## src/rtl/lcd_seq_pkg.sv

```systemverilog
package lcd_seq_pkg;

  typedef enum logic [1:0] {
    LVL_GND  = 2'd0,
    LVL_LO   = 2'd1,
    LVL_HI   = 2'd2,
    LVL_FULL = 2'd3
  } lvl_e;

  typedef struct packed {
    lvl_e sel;
    lvl_e nsel;
    lvl_e on;
    lvl_e off;
  } lvl_set_t;

  function automatic lvl_set_t pick_levels(logic phase, logic static_mode, logic bias_third);
    lvl_set_t s;
    s.sel = phase ? LVL_GND  : LVL_FULL;
    s.on  = phase ? LVL_FULL : LVL_GND;
    if (static_mode || !bias_third) begin
      s.nsel = LVL_LO;
      s.off  = s.sel;
    end else begin
      s.nsel = phase ? LVL_HI : LVL_LO;
      s.off  = phase ? LVL_LO : LVL_HI;
    end
    return s;
  endfunction

endpackage

```

## src/rtl/lcd_disp_bank.sv

```systemverilog
module lcd_disp_bank #(
  parameter int NUM_COM      = 4,
  parameter int REGS_PER_COM = 5,
  localparam int NUM_REGS    = NUM_COM * REGS_PER_COM,
  localparam int ADDR_W      = $clog2(NUM_REGS),
  localparam int SEG_W       = REGS_PER_COM * 8
) (
  input  logic                            clk_i,
  input  logic                            rst_ni,
  input  logic                            wr_en_i,
  input  logic [ADDR_W-1:0]               wr_addr_i,
  input  logic [7:0]                      wr_data_i,
  input  logic                            latch_i,
  output logic [NUM_COM-1:0][SEG_W-1:0]   shadow_o
);

  logic [NUM_REGS-1:0][7:0]         bank_q;
  logic [NUM_COM-1:0][SEG_W-1:0]    shadow_q;

  for (genvar r = 0; r < NUM_REGS; r++) begin : g_reg
    always_ff @(posedge clk_i or negedge rst_ni) begin
      if (!rst_ni)                                    bank_q[r] <= '0;
      else if (wr_en_i && wr_addr_i == ADDR_W'(r))   bank_q[r] <= wr_data_i;
    end
  end

  // shadow copy refreshed only when a frame begins
  for (genvar c = 0; c < NUM_COM; c++) begin : g_shadow
    always_ff @(posedge clk_i or negedge rst_ni) begin
      if (!rst_ni)      shadow_q[c] <= '0;
      else if (latch_i) shadow_q[c] <= bank_q[c*REGS_PER_COM +: REGS_PER_COM];
    end
  end

  assign shadow_o = shadow_q;

  assert_shadow_hold_R3: assert property (@(posedge clk_i) disable iff (!rst_ni)
    !latch_i |=> $stable(shadow_q));

endmodule

```

## src/rtl/lcd_slot_timer.sv

```systemverilog
module lcd_slot_timer #(
  parameter int NUM_COM = 4,
  parameter int DT_W    = 3,
  localparam int IDX_W  = $clog2(NUM_COM)
) (
  input  logic             clk_i,
  input  logic             rst_ni,
  input  logic             tick_i,
  input  logic [IDX_W-1:0] duty_m1_i,
  input  logic [DT_W-1:0]  drive_time_i,
  output logic [IDX_W-1:0] com_idx_o,
  output logic             phase_o,
  output logic             frame_start_o,
  output logic             drive_on_o
);

  logic [IDX_W-1:0] idx_q;
  logic             phase_q;
  logic [DT_W-1:0]  dt_q;
  logic             wrap;

  // >= lets a duty reduction mid-frame wrap on the next tick
  assign wrap          = idx_q >= duty_m1_i;
  assign frame_start_o = tick_i && wrap;

  always_ff @(posedge clk_i or negedge rst_ni) begin
    if (!rst_ni) begin
      idx_q   <= '0;
      phase_q <= 1'b0;
      dt_q    <= '0;
    end else if (tick_i) begin
      dt_q <= '0;
      if (wrap) begin
        idx_q   <= '0;
        phase_q <= ~phase_q;
      end else begin
        idx_q <= idx_q + 1'b1;
      end
    end else if (dt_q != '1) begin
      dt_q <= dt_q + 1'b1;
    end
  end

  assign com_idx_o  = idx_q;
  assign phase_o    = phase_q;
  assign drive_on_o = dt_q <= drive_time_i;

  assert_wrap_to_zero_R2: assert property (@(posedge clk_i) disable iff (!rst_ni)
    frame_start_o |=> com_idx_o == '0);

  assert_ascend_R2: assert property (@(posedge clk_i) disable iff (!rst_ni)
    tick_i && !frame_start_o |=> com_idx_o == IDX_W'($past(com_idx_o) + 1'b1));

  assert_phase_hold_R11: assert property (@(posedge clk_i) disable iff (!rst_ni)
    !frame_start_o |=> $stable(phase_o));

  assert_phase_flip_R11: assert property (@(posedge clk_i) disable iff (!rst_ni)
    frame_start_o |=> phase_o != $past(phase_o));

  assert_drive_restart_R9: assert property (@(posedge clk_i) disable iff (!rst_ni)
    tick_i |=> drive_on_o);

endmodule

```

## src/rtl/lcd_level_enc.sv

```systemverilog
module lcd_level_enc
  import lcd_seq_pkg::*;
#(
  parameter int NUM_COM = 4,
  parameter int SEG_W   = 40,
  localparam int IDX_W  = $clog2(NUM_COM)
) (
  input  logic                          clk_i,
  input  logic                          rst_ni,
  input  logic [IDX_W-1:0]              com_idx_i,
  input  logic [IDX_W-1:0]              duty_m1_i,
  input  logic                          phase_i,
  input  logic                          bias_third_i,
  input  logic                          drive_on_i,
  input  logic                          supply_ok_i,
  input  logic [SEG_W-1:0]              seg_bits_i,
  output logic [NUM_COM-1:0][1:0]       com_lvl_o,
  output logic [NUM_COM-1:0]            com_oe_o,
  output logic [SEG_W-1:0][1:0]         seg_lvl_o,
  output logic [SEG_W-1:0]              seg_oe_o,
  output logic                          buf_en_o
);

  lvl_set_t lv;
  logic     static_mode;

  assign static_mode = duty_m1_i == '0;
  assign lv          = pick_levels(phase_i, static_mode, bias_third_i);
  assign buf_en_o    = supply_ok_i && drive_on_i;

  for (genvar c = 0; c < NUM_COM; c++) begin : g_com
    logic used;
    assign used         = IDX_W'(c) <= duty_m1_i;
    assign com_lvl_o[c] = !used                    ? LVL_GND :
                          (IDX_W'(c) == com_idx_i) ? lv.sel  : lv.nsel;
    assign com_oe_o[c]  = buf_en_o && used;
  end

  for (genvar s = 0; s < SEG_W; s++) begin : g_seg
    assign seg_lvl_o[s] = seg_bits_i[s] ? lv.on : lv.off;
    assign seg_oe_o[s]  = buf_en_o;
  end

  logic [NUM_COM-1:0] full_hit;
  for (genvar c = 0; c < NUM_COM; c++) begin : g_hit
    assign full_hit[c] = com_oe_o[c] && (com_lvl_o[c] == LVL_FULL);
  end

  assert_inhibit_R10: assert property (@(posedge clk_i) disable iff (!rst_ni)
    !supply_ok_i |-> !buf_en_o && com_oe_o == '0 && seg_oe_o == '0);

  assert_one_selected_R4: assert property (@(posedge clk_i) disable iff (!rst_ni)
    buf_en_o && !phase_i |-> $countones(full_hit) == 1);

  assert_static_com_R8: assert property (@(posedge clk_i) disable iff (!rst_ni)
    static_mode |-> com_oe_o[NUM_COM-1:1] == '0);

endmodule

```

## src/rtl/lcd_mux_seq.sv

```systemverilog
module lcd_mux_seq #(
  parameter int NUM_COM      = 4,
  parameter int REGS_PER_COM = 5,
  parameter int DT_W         = 3,
  localparam int IDX_W       = $clog2(NUM_COM),
  localparam int NUM_REGS    = NUM_COM * REGS_PER_COM,
  localparam int ADDR_W      = $clog2(NUM_REGS),
  localparam int NUM_SEG     = REGS_PER_COM * 8
) (
  input  logic                   clk_i,
  input  logic                   rst_ni,
  input  logic                   slot_tick_i,
  input  logic [IDX_W-1:0]       duty_sel_i,
  input  logic                   bias_third_i,
  input  logic [DT_W-1:0]        drive_time_i,
  input  logic                   supply_ok_i,
  input  logic                   wr_en_i,
  input  logic [ADDR_W-1:0]      wr_addr_i,
  input  logic [7:0]             wr_data_i,
  output logic [2*NUM_COM-1:0]   com_lvl_o,
  output logic [NUM_COM-1:0]     com_oe_o,
  output logic [2*NUM_SEG-1:0]   seg_lvl_o,
  output logic [NUM_SEG-1:0]     seg_oe_o,
  output logic                   buf_en_o
);

  logic [IDX_W-1:0]                com_idx;
  logic                            phase;
  logic                            frame_start;
  logic                            drive_on;
  logic [NUM_COM-1:0][NUM_SEG-1:0] shadow;
  logic [NUM_COM-1:0][1:0]         com_lvl;
  logic [NUM_SEG-1:0][1:0]         seg_lvl;

  lcd_slot_timer #(.NUM_COM(NUM_COM), .DT_W(DT_W)) u_timer (
    .clk_i         (clk_i),
    .rst_ni        (rst_ni),
    .tick_i        (slot_tick_i),
    .duty_m1_i     (duty_sel_i),
    .drive_time_i  (drive_time_i),
    .com_idx_o     (com_idx),
    .phase_o       (phase),
    .frame_start_o (frame_start),
    .drive_on_o    (drive_on)
  );

  lcd_disp_bank #(.NUM_COM(NUM_COM), .REGS_PER_COM(REGS_PER_COM)) u_bank (
    .clk_i     (clk_i),
    .rst_ni    (rst_ni),
    .wr_en_i   (wr_en_i),
    .wr_addr_i (wr_addr_i),
    .wr_data_i (wr_data_i),
    .latch_i   (frame_start),
    .shadow_o  (shadow)
  );

  lcd_level_enc #(.NUM_COM(NUM_COM), .SEG_W(NUM_SEG)) u_enc (
    .clk_i        (clk_i),
    .rst_ni       (rst_ni),
    .com_idx_i    (com_idx),
    .duty_m1_i    (duty_sel_i),
    .phase_i      (phase),
    .bias_third_i (bias_third_i),
    .drive_on_i   (drive_on),
    .supply_ok_i  (supply_ok_i),
    .seg_bits_i   (shadow[com_idx]),
    .com_lvl_o    (com_lvl),
    .com_oe_o     (com_oe_o),
    .seg_lvl_o    (seg_lvl),
    .seg_oe_o     (seg_oe_o),
    .buf_en_o     (buf_en_o)
  );

  assign com_lvl_o = com_lvl;
  assign seg_lvl_o = seg_lvl;

  assert_seg_oe_track_R9: assert property (@(posedge clk_i) disable iff (!rst_ni)
    seg_oe_o == {NUM_SEG{buf_en_o}});

endmodule

```

## config.mk

```make
export PLATFORM = sky130hd
export DESIGN_NAME = lcd_mux_seq
export DESIGN_NICKNAME = d
export VERILOG_FILES = /design/src/rtl/lcd_seq_pkg.sv /design/src/rtl/lcd_disp_bank.sv /design/src/rtl/lcd_slot_timer.sv /design/src/rtl/lcd_level_enc.sv /design/src/rtl/lcd_mux_seq.sv
export SDC_FILE = /design/constraint.sdc
export NUM_CORES = 1
export LEC_CHECK = 0
export CAP_MARGIN = 20
export CORE_MARGIN = 8
export CORE_UTILIZATION = 40
export CTS_CLUSTER_DIAMETER = 80
export DETAILED_ROUTE_END_ITERATION = 12
export DONT_BUFFER_PORTS = 1
export GPL_TIMING_DRIVEN = 0
export SYNTH_ARGS = -nofsm -noshare
export SYNTH_HDL_FRONTEND = slang
export SYNTH_SLANG_ARGS = --single-unit
```

## constraint.sdc

```tcl
create_clock -name clk_i -period 6.97 [get_ports clk_i]
set_input_delay 0 -clock clk_i [delete_from_list [all_inputs] [get_ports clk_i]]
set_output_delay 0 -clock clk_i [all_outputs]
set_load 0.005 [all_outputs]
```

==> results of run 1 <==
==> layer usage <==
layer,GRT usage,vias up,wire [um]
met5,0,-,0
met4,0.0520,0,998
met3,0.0319,57,2450
met2,0.284,196,18500
met1,0.249,4511,18300
li1,-,3811,-
==> path summary, 6_finish.rpt <==
check	startpoint	end	slack, ps	cells past startpoint
worst max-delay path	u_timer.phase_o$_DFFE_PN0P_	seg_lvl_o[30]	3480	5
worst min-delay path	rst_ni	u_bank.shadow_o[105]$_DFFE_PN0P_	-820	0
worst max register to register	u_timer.com_idx_o[0]$_DFFE_PN0P_	u_bank.shadow_o[91]$_DFFE_PN0P_	3760	8
worst min register to register	u_bank.bank_q[30]$_DFFE_PN0P_	u_bank.bank_q[30]$_DFFE_PN0P_	480	1
max in group asynchronous	rst_ni	u_bank.bank_q[18]$_DFFE_PN0P_	7030	0
min in group clk_i	duty_sel_i[1]	u_timer.com_idx_o[1]$_DFFE_PN0P_	50	4
==> placed cells by master (no fill, tap or decap), types with 2 or more instances in the layout <==
master         instances
a211oi_1               2
a21oi_1                2
and3_1                 2
and4bb_1               2
buf_2                 25
buf_4                 43
buf_6                  8
bufinv_16              4
clkbuf_1              41
clkbuf_16             37
clkbuf_2               3
clkbuf_8              12
clkinv_2               3
dfrtp_1              326
dlygate4sd3_1          6
ha_1                  15
inv_1                  7
inv_6                  2
mux2_1                 2
mux2_2               431
mux2_4                 8
mux2i_1               85
nand2_1               17
nand2b_1               3
nor2_1                 7
nor2b_1                8
nor3b_1                3
nor3b_4                2
or2_2                  3
==> Yosys cell counts <==
master / number / share of area
ha_1: 15 / 0.012
a211oi_1: 2 / 0.00098
nor3b_4: 2 / 0.0024
nor2_2: 1 / 0.00041
mux2_4: 8 / 0.0078
nand2_1: 17 / 0.0042
and4bb_1: 2 / 0.0016
mux2_2: 431 / 0.32
o21ai_0: 1 / 0.00033
and3_1: 2 / 0.00082
nor3b_1: 3 / 0.0015
nor2b_1: 9 / 0.0037
dfrtp_1: 326 / 0.53
clkinv_1: 1 / 0.00024
o311a_1: 1 / 0.00065
nand2b_1: 3 / 0.0012
mux2i_1: 85 / 0.055
clkbuf_2: 3 / 0.00098
a21o_1: 1 / 0.00049
o22ai_1: 1 / 0.00041
or2_2: 3 / 0.0012
buf_6: 8 / 0.0059
mux2_1: 2 / 0.0015
o21ai_2: 1 / 0.00057
a21oi_1: 2 / 0.00065
nand3_1: 1 / 0.00033
nor4b_2: 1 / 0.00098
and4bb_2: 1 / 0.00082
buf_4: 43 / 0.021
buf_2: 25 / 0.0082
nand4b_4: 1 / 0.0015
xnor2_1: 1 / 0.00057
clkbuf_1: 35 / 0.0086
or3_1: 1 / 0.00041
inv_1: 7 / 0.0017
xor2_1: 1 / 0.00057
nor2_1: 7 / 0.0017
o21a_1: 1 / 0.00049
==> power by group through the flow <==
stage	registers [mW]	clock network (mW)	logic (mW)
final	2.81	2.00	2.94
after detailed placement	2.84	0	2.99
after global routing	2.89	2.12	3.17
after floorplan	2.74	0	2.23
after global placement	2.82	0	2.95
after CTS	2.81	2.05	3.00
==> logic make-up (layout without fill, tap and decap cells) <==
| group | after synthesis | after routing | share of synthesized area |
|---|---|---|---|
| AO/OA/AOI/OAI | 10 | 10 | 0.00457 |
| adder cells (fa/ha/maj) | 15 | 15 | 0.0122 |
| flip-flops | 326 | 326 | 0.532 |
| XOR/XNOR | 2 | 2 | 0.00114 |
| multiplexers | 526 | 526 | 0.381 |
| other | 0 | 1 | 0 |
| AND/OR/NAND/NOR | 54 | 54 | 0.0228 |
| buffers and inverters | 122 | 193 | 0.0466 |
==> worst register-to-register path, cell delays in order (launching register included) <==
cell and delay [ps]:
dfrtp_1 400, clkinv_1 260, buf_2 330, ha_1 310, nand2b_1 160, o21ai_2 480
buf_2 360, buf_2 410, mux2_2 380
==> stage by stage <==
step / setup WS, ps / total power, mW / hold slack [ps] / instance area [sq um] / cells
6_report: 3480 / 7.75 / -816 / 17300 / 1638
5_1_grt: 3420 / 8.18 / -845 / 17300 / 1637
4_1_cts: 3550 / 7.87 / -830 / 17300 / 1637
3_5_place_dp: 3770 / 5.83 / -280 / 16000 / 1567
3_3_place_gp: 3810 / 5.77 / -279 / 16000 / 1566
2_1_floorplan: 4110 / 4.97 / -296 / 15300 / 1055
==> sequential cells by signal, summed over array words and instances (netlist names) <==
name,count
u_bank.shadow_o,160
u_timer.phase_o,1
u_timer.com_idx_o,2
u_timer.dt_q,3
u_bank.bank_q,160
==> final cells by class <==
| type | instances | share of cell area |
|---|---|---|
| repair buffers | 7 | 0.00433 |
| well taps | 511 | 0.0369 |
| multi-input cells | 607 | 0.374 |
| plain buffers | 114 | 0.0395 |
| diodes | 1 | 0.000144 |
| flip-flops and latches | 326 | 0.471 |
| inverters | 8 | 0.00173 |
| clock inverters | 9 | 0.00881 |
| clock buffers | 55 | 0.0643 |
==> impl_metrics.ini, run 1 <==
[status]
status = complete, but fails checks
violations = hold timing

[clocking]
root_buffer = clkbuf_16
cts_tree = built
cts_made_buffers = 36
h-tree-depth = 2
clockBufferDepth = 3
cts_setup_buffers = 0
cts.sink_count = 326
clkTransAtPathRegs_ps = 60
post_cts_resized = 0
ctsHoldBuffers = 6
insertion_delay_ps = 520

[power]
p_sw_mw = 2.50
combPwrFrac = 0.379
p_per_area_nw_per_um2 = 447
intPower_mw = 5.26
pwr-share-seq = 0.363
peakVddDrop_v = 0.000205
clockPowerShare = 0.258
swShare = 0.322
p_leak_nw = 7.87

[placement]
gp_congestion = 0.794
dp_hpwl_um = 27100
port_buffers = 0

[timing]
fin_crit_sh = 0.501
fin_skew_ps = 22.8
slew-limit-headroom = 0.309
tightest_slew_ps = 1040
finalMaxSlewViolations = 0
rsz0062_at_grt = no
setup_tns_ps = 0
holdWs_ps = -816
finalSetupViolCount = 0
fmax_mhz = 287
hold_viol_final = 326
period_minus_slack_ps = 3490

[floorplan]
start_util = 0.406
die_w_um = 212
dieArea_sq_um = 44900
die_height_um = 212
io_pins = 157
core_area_sq_um = 37800
rows = 71

[synthesis]
post_synth.cell_area_avg_sq_um = 14.5
syn-num-nets = 1094
seq_area_frac_synth = 0.532
synthCells = 1055
ys_types = 38
ys_ff_latch = 326
syn-cell-area_sq_um = 15300
yosys_warnings = 0

[finish]
area_growth_pct = 12.9
fillCellCount = 3378
multi_input_area_sq_um = 6470
fin_nets = 1139
seqCellArea_sq_um = 8160
drive_gt1_frac = 0.522
final_util = 0.459

[routing]
vias = 8575
ant_nets = 0
routedWlPerCell_um = 24.5
drc_errors = 0
dr.first_iter.drc_count = 470
drt_wl_total_um = 40200
drtPass1Iterations = 4
viasPerCell = 5.24

[worst_setup_path]
crit_chain = clkbuf_1 -> inv_1 -> ha_1 -> clkbuf_1 -> mux2_2
end_kind = output port
cp_slowest_stage_delay_ps = 770
worstPathArrival_ps = 3490
crit_family = buffers and inverters
critPathMaxFanout = 10
setup.worst_path.class = flop to output port
path_buf_inv = 3
cp.required_ps = 6970
slowest_stage = clkbuf_1
startpoint_type = flop
cpMostUsedCell = clkbuf_1

[global_route]
grt_first_pass_wirelength_um = 59600
grt_max_degree = 327
antenna_found_initial = 4
overflow = 0
grt_usage = 0.179
grt_pass1_vias = 9122

[job]
drv_cap = 0

[hold_path]
worstHoldPathType = input port to asynchronous set/reset pin
Power figures use the tool's default switching activity.
==> run 2, diff against run 1 <==
clock period = 3.23 ns   (was 6.97 ns; I/O delays follow)
==> impl_metrics.ini, run 2 (synthesized netlist as in run 1, its figures left out) <==
[timing]
fin_crit_sh = 0.953
tightest_slew_ps = 933
finalSetupViolCount = 0
worst_slack_ps = 151
holdWs_ps = -820
finalMaxSlewViolations = 0
period_minus_slack_ps = 3080
fmax_mhz = 325
hold_viol_final = 326
fin_skew_ps = 22.1
slew-limit-headroom = 0.378

[routing]
drt_wl_total_um = 40200
dr.first_iter.drc_count = 442
viasPerCell = 5.23
drtPass1Iterations = 4
drc_errors = 0
ant_nets = 0
vias = 8583
routedWlPerCell_um = 24.5

[worst_setup_path]
crit_chain = clkinv_1 -> buf_2 -> ha_1 -> nand2b_1 -> o21ai_4 -> buf_2 -> buf_2 -> mux2_2
crit_family = buffers and inverters
startpoint_type = flop
cpMostUsedCell = buf_2
setup.worst_path.class = flop to flop
cp.depth = 8
cp.required_ps = 3610
r2r_setup_slack_ps = 150
critPathMaxFanout = 12
path_buf_inv = 4
worstPathArrival_ps = 3460
slowest_stage = dfrtp_1
end_kind = flop
cp_slowest_stage_delay_ps = 400
r2r_cells = 8

[clocking]
cts.sink_count = 326
h-tree-depth = 2
cts_made_buffers = 36
root_buffer = clkbuf_16
cts_tree = built
insertion_delay_ps = 520
cts_setup_buffers = 0
ctsHoldBuffers = 6
clkTransAtPathRegs_ps = 60
clockBufferDepth = 3

[floorplan]
core_area_sq_um = 37800
io_pins = 157
dieArea_sq_um = 44900
die_w_um = 212
die_height_um = 212
rows = 71
start_util = 0.406

[power]
finalPower_mw = 16.8
peakVddDrop_v = 0.000445
p_per_area_nw_per_um2 = 966
intPower_mw = 11.4
clockPowerShare = 0.258
p_sw_mw = 5.40
pwr-share-seq = 0.363
p_leak_nw = 7.88
swShare = 0.322
combPwrFrac = 0.379

[placement]
pre_cts_slack_ps = 25.7
port_buffers = 0
gp_congestion = 0.794
dp_hpwl_um = 27100
place_area_sq_um = 16000

[finish]
fin_nets = 1139
drive_gt1_frac = 0.526
final_cell_mix = mux2_2, dfrtp_1, mux2i_1
final_area_sq_um = 17300
area_growth_pct = 13.1
fillCellCount = 3375
final_util = 0.459
layout_commonest_cell = mux2_2

[global_route]
grt_max_degree = 327
grt_usage = 0.179
grt_pass1_vias = 9122
grt_first_pass_wirelength_um = 59600
overflow = 0
antenna_found_initial = 4

[status]
status = complete, but fails checks
violations = hold timing

[job]
drv_cap = 0

[hold_path]
worstHoldPathType = input port to asynchronous set/reset pin
## run 2: final cells by class
cell class	count	area, sq um	area share
flip-flops and latches	326	8160	0.470
multi-input cells	607	6480	0.374
clock buffers	55	1110	0.0642
plain buffers	114	689	0.0397
well taps	511	639	0.0369
clock inverters	9	153	0.00880
repair buffers	7	75.1	0.00433
inverters	8	30.0	0.00173
diodes	3	7.51	0.000433
## run 2: worst reg2reg max path: stages, from the launching register on
cell and delay [ps]:
dfrtp_1 400, clkinv_1 270, buf_2 340, ha_1 310
nand2b_1 190, o21ai_4 350, buf_2 330, buf_2 400
mux2_2 380
## run 2: timing repair
action                                  in CTS  in global routing
endpoints found under the setup margin      51                 86
endpoints found under the hold margin      347                326
gates resized for setup                      4                  1
## run 2: layer usage
| metal | global-route usage | wire, um |
|---|---|---|
| met1 | 0.249 | 18300 |
| met2 | 0.284 | 18400 |
| met3 | 0.0319 | 2520 |
| met4 | 0.0520 | 927 |
| met5 | 0 | 0 |
## run 2: metrics by stage
step                std cells  setup TNS [ps]
floorplan                1055               0
global placement         1566               0
detailed placement       1567               0
CTS                      1637               0
global route             1637           -1.38
finish                   1640               0
## run 2: power by group through the flow
stage | logic [mW] | registers, mW | clock network (mW)
after floorplan | 4.82 | 5.91 | 0
after global placement | 6.37 | 6.09 | 0
after detailed placement | 6.45 | 6.14 | 0
after CTS | 6.49 | 6.07 | 4.43
after global routing | 6.84 | 6.25 | 4.58
final | 6.35 | 6.07 | 4.32
## run 2: final timing paths
path	from	endpoint
max	u_timer.com_idx_o[0]$_DFFE_PN0P_	u_bank.shadow_o[91]$_DFFE_PN0P_
min	rst_ni	u_bank.bank_q[24]$_DFFE_PN0P_
max reg2reg	u_timer.com_idx_o[0]$_DFFE_PN0P_	u_bank.shadow_o[91]$_DFFE_PN0P_
min reg2reg	u_bank.bank_q[30]$_DFFE_PN0P_	u_bank.bank_q[30]$_DFFE_PN0P_
max in group asynchronous	rst_ni	u_bank.bank_q[18]$_DFFE_PN0P_
min in group clk_i	duty_sel_i[1]	u_timer.com_idx_o[1]$_DFFE_PN0P_
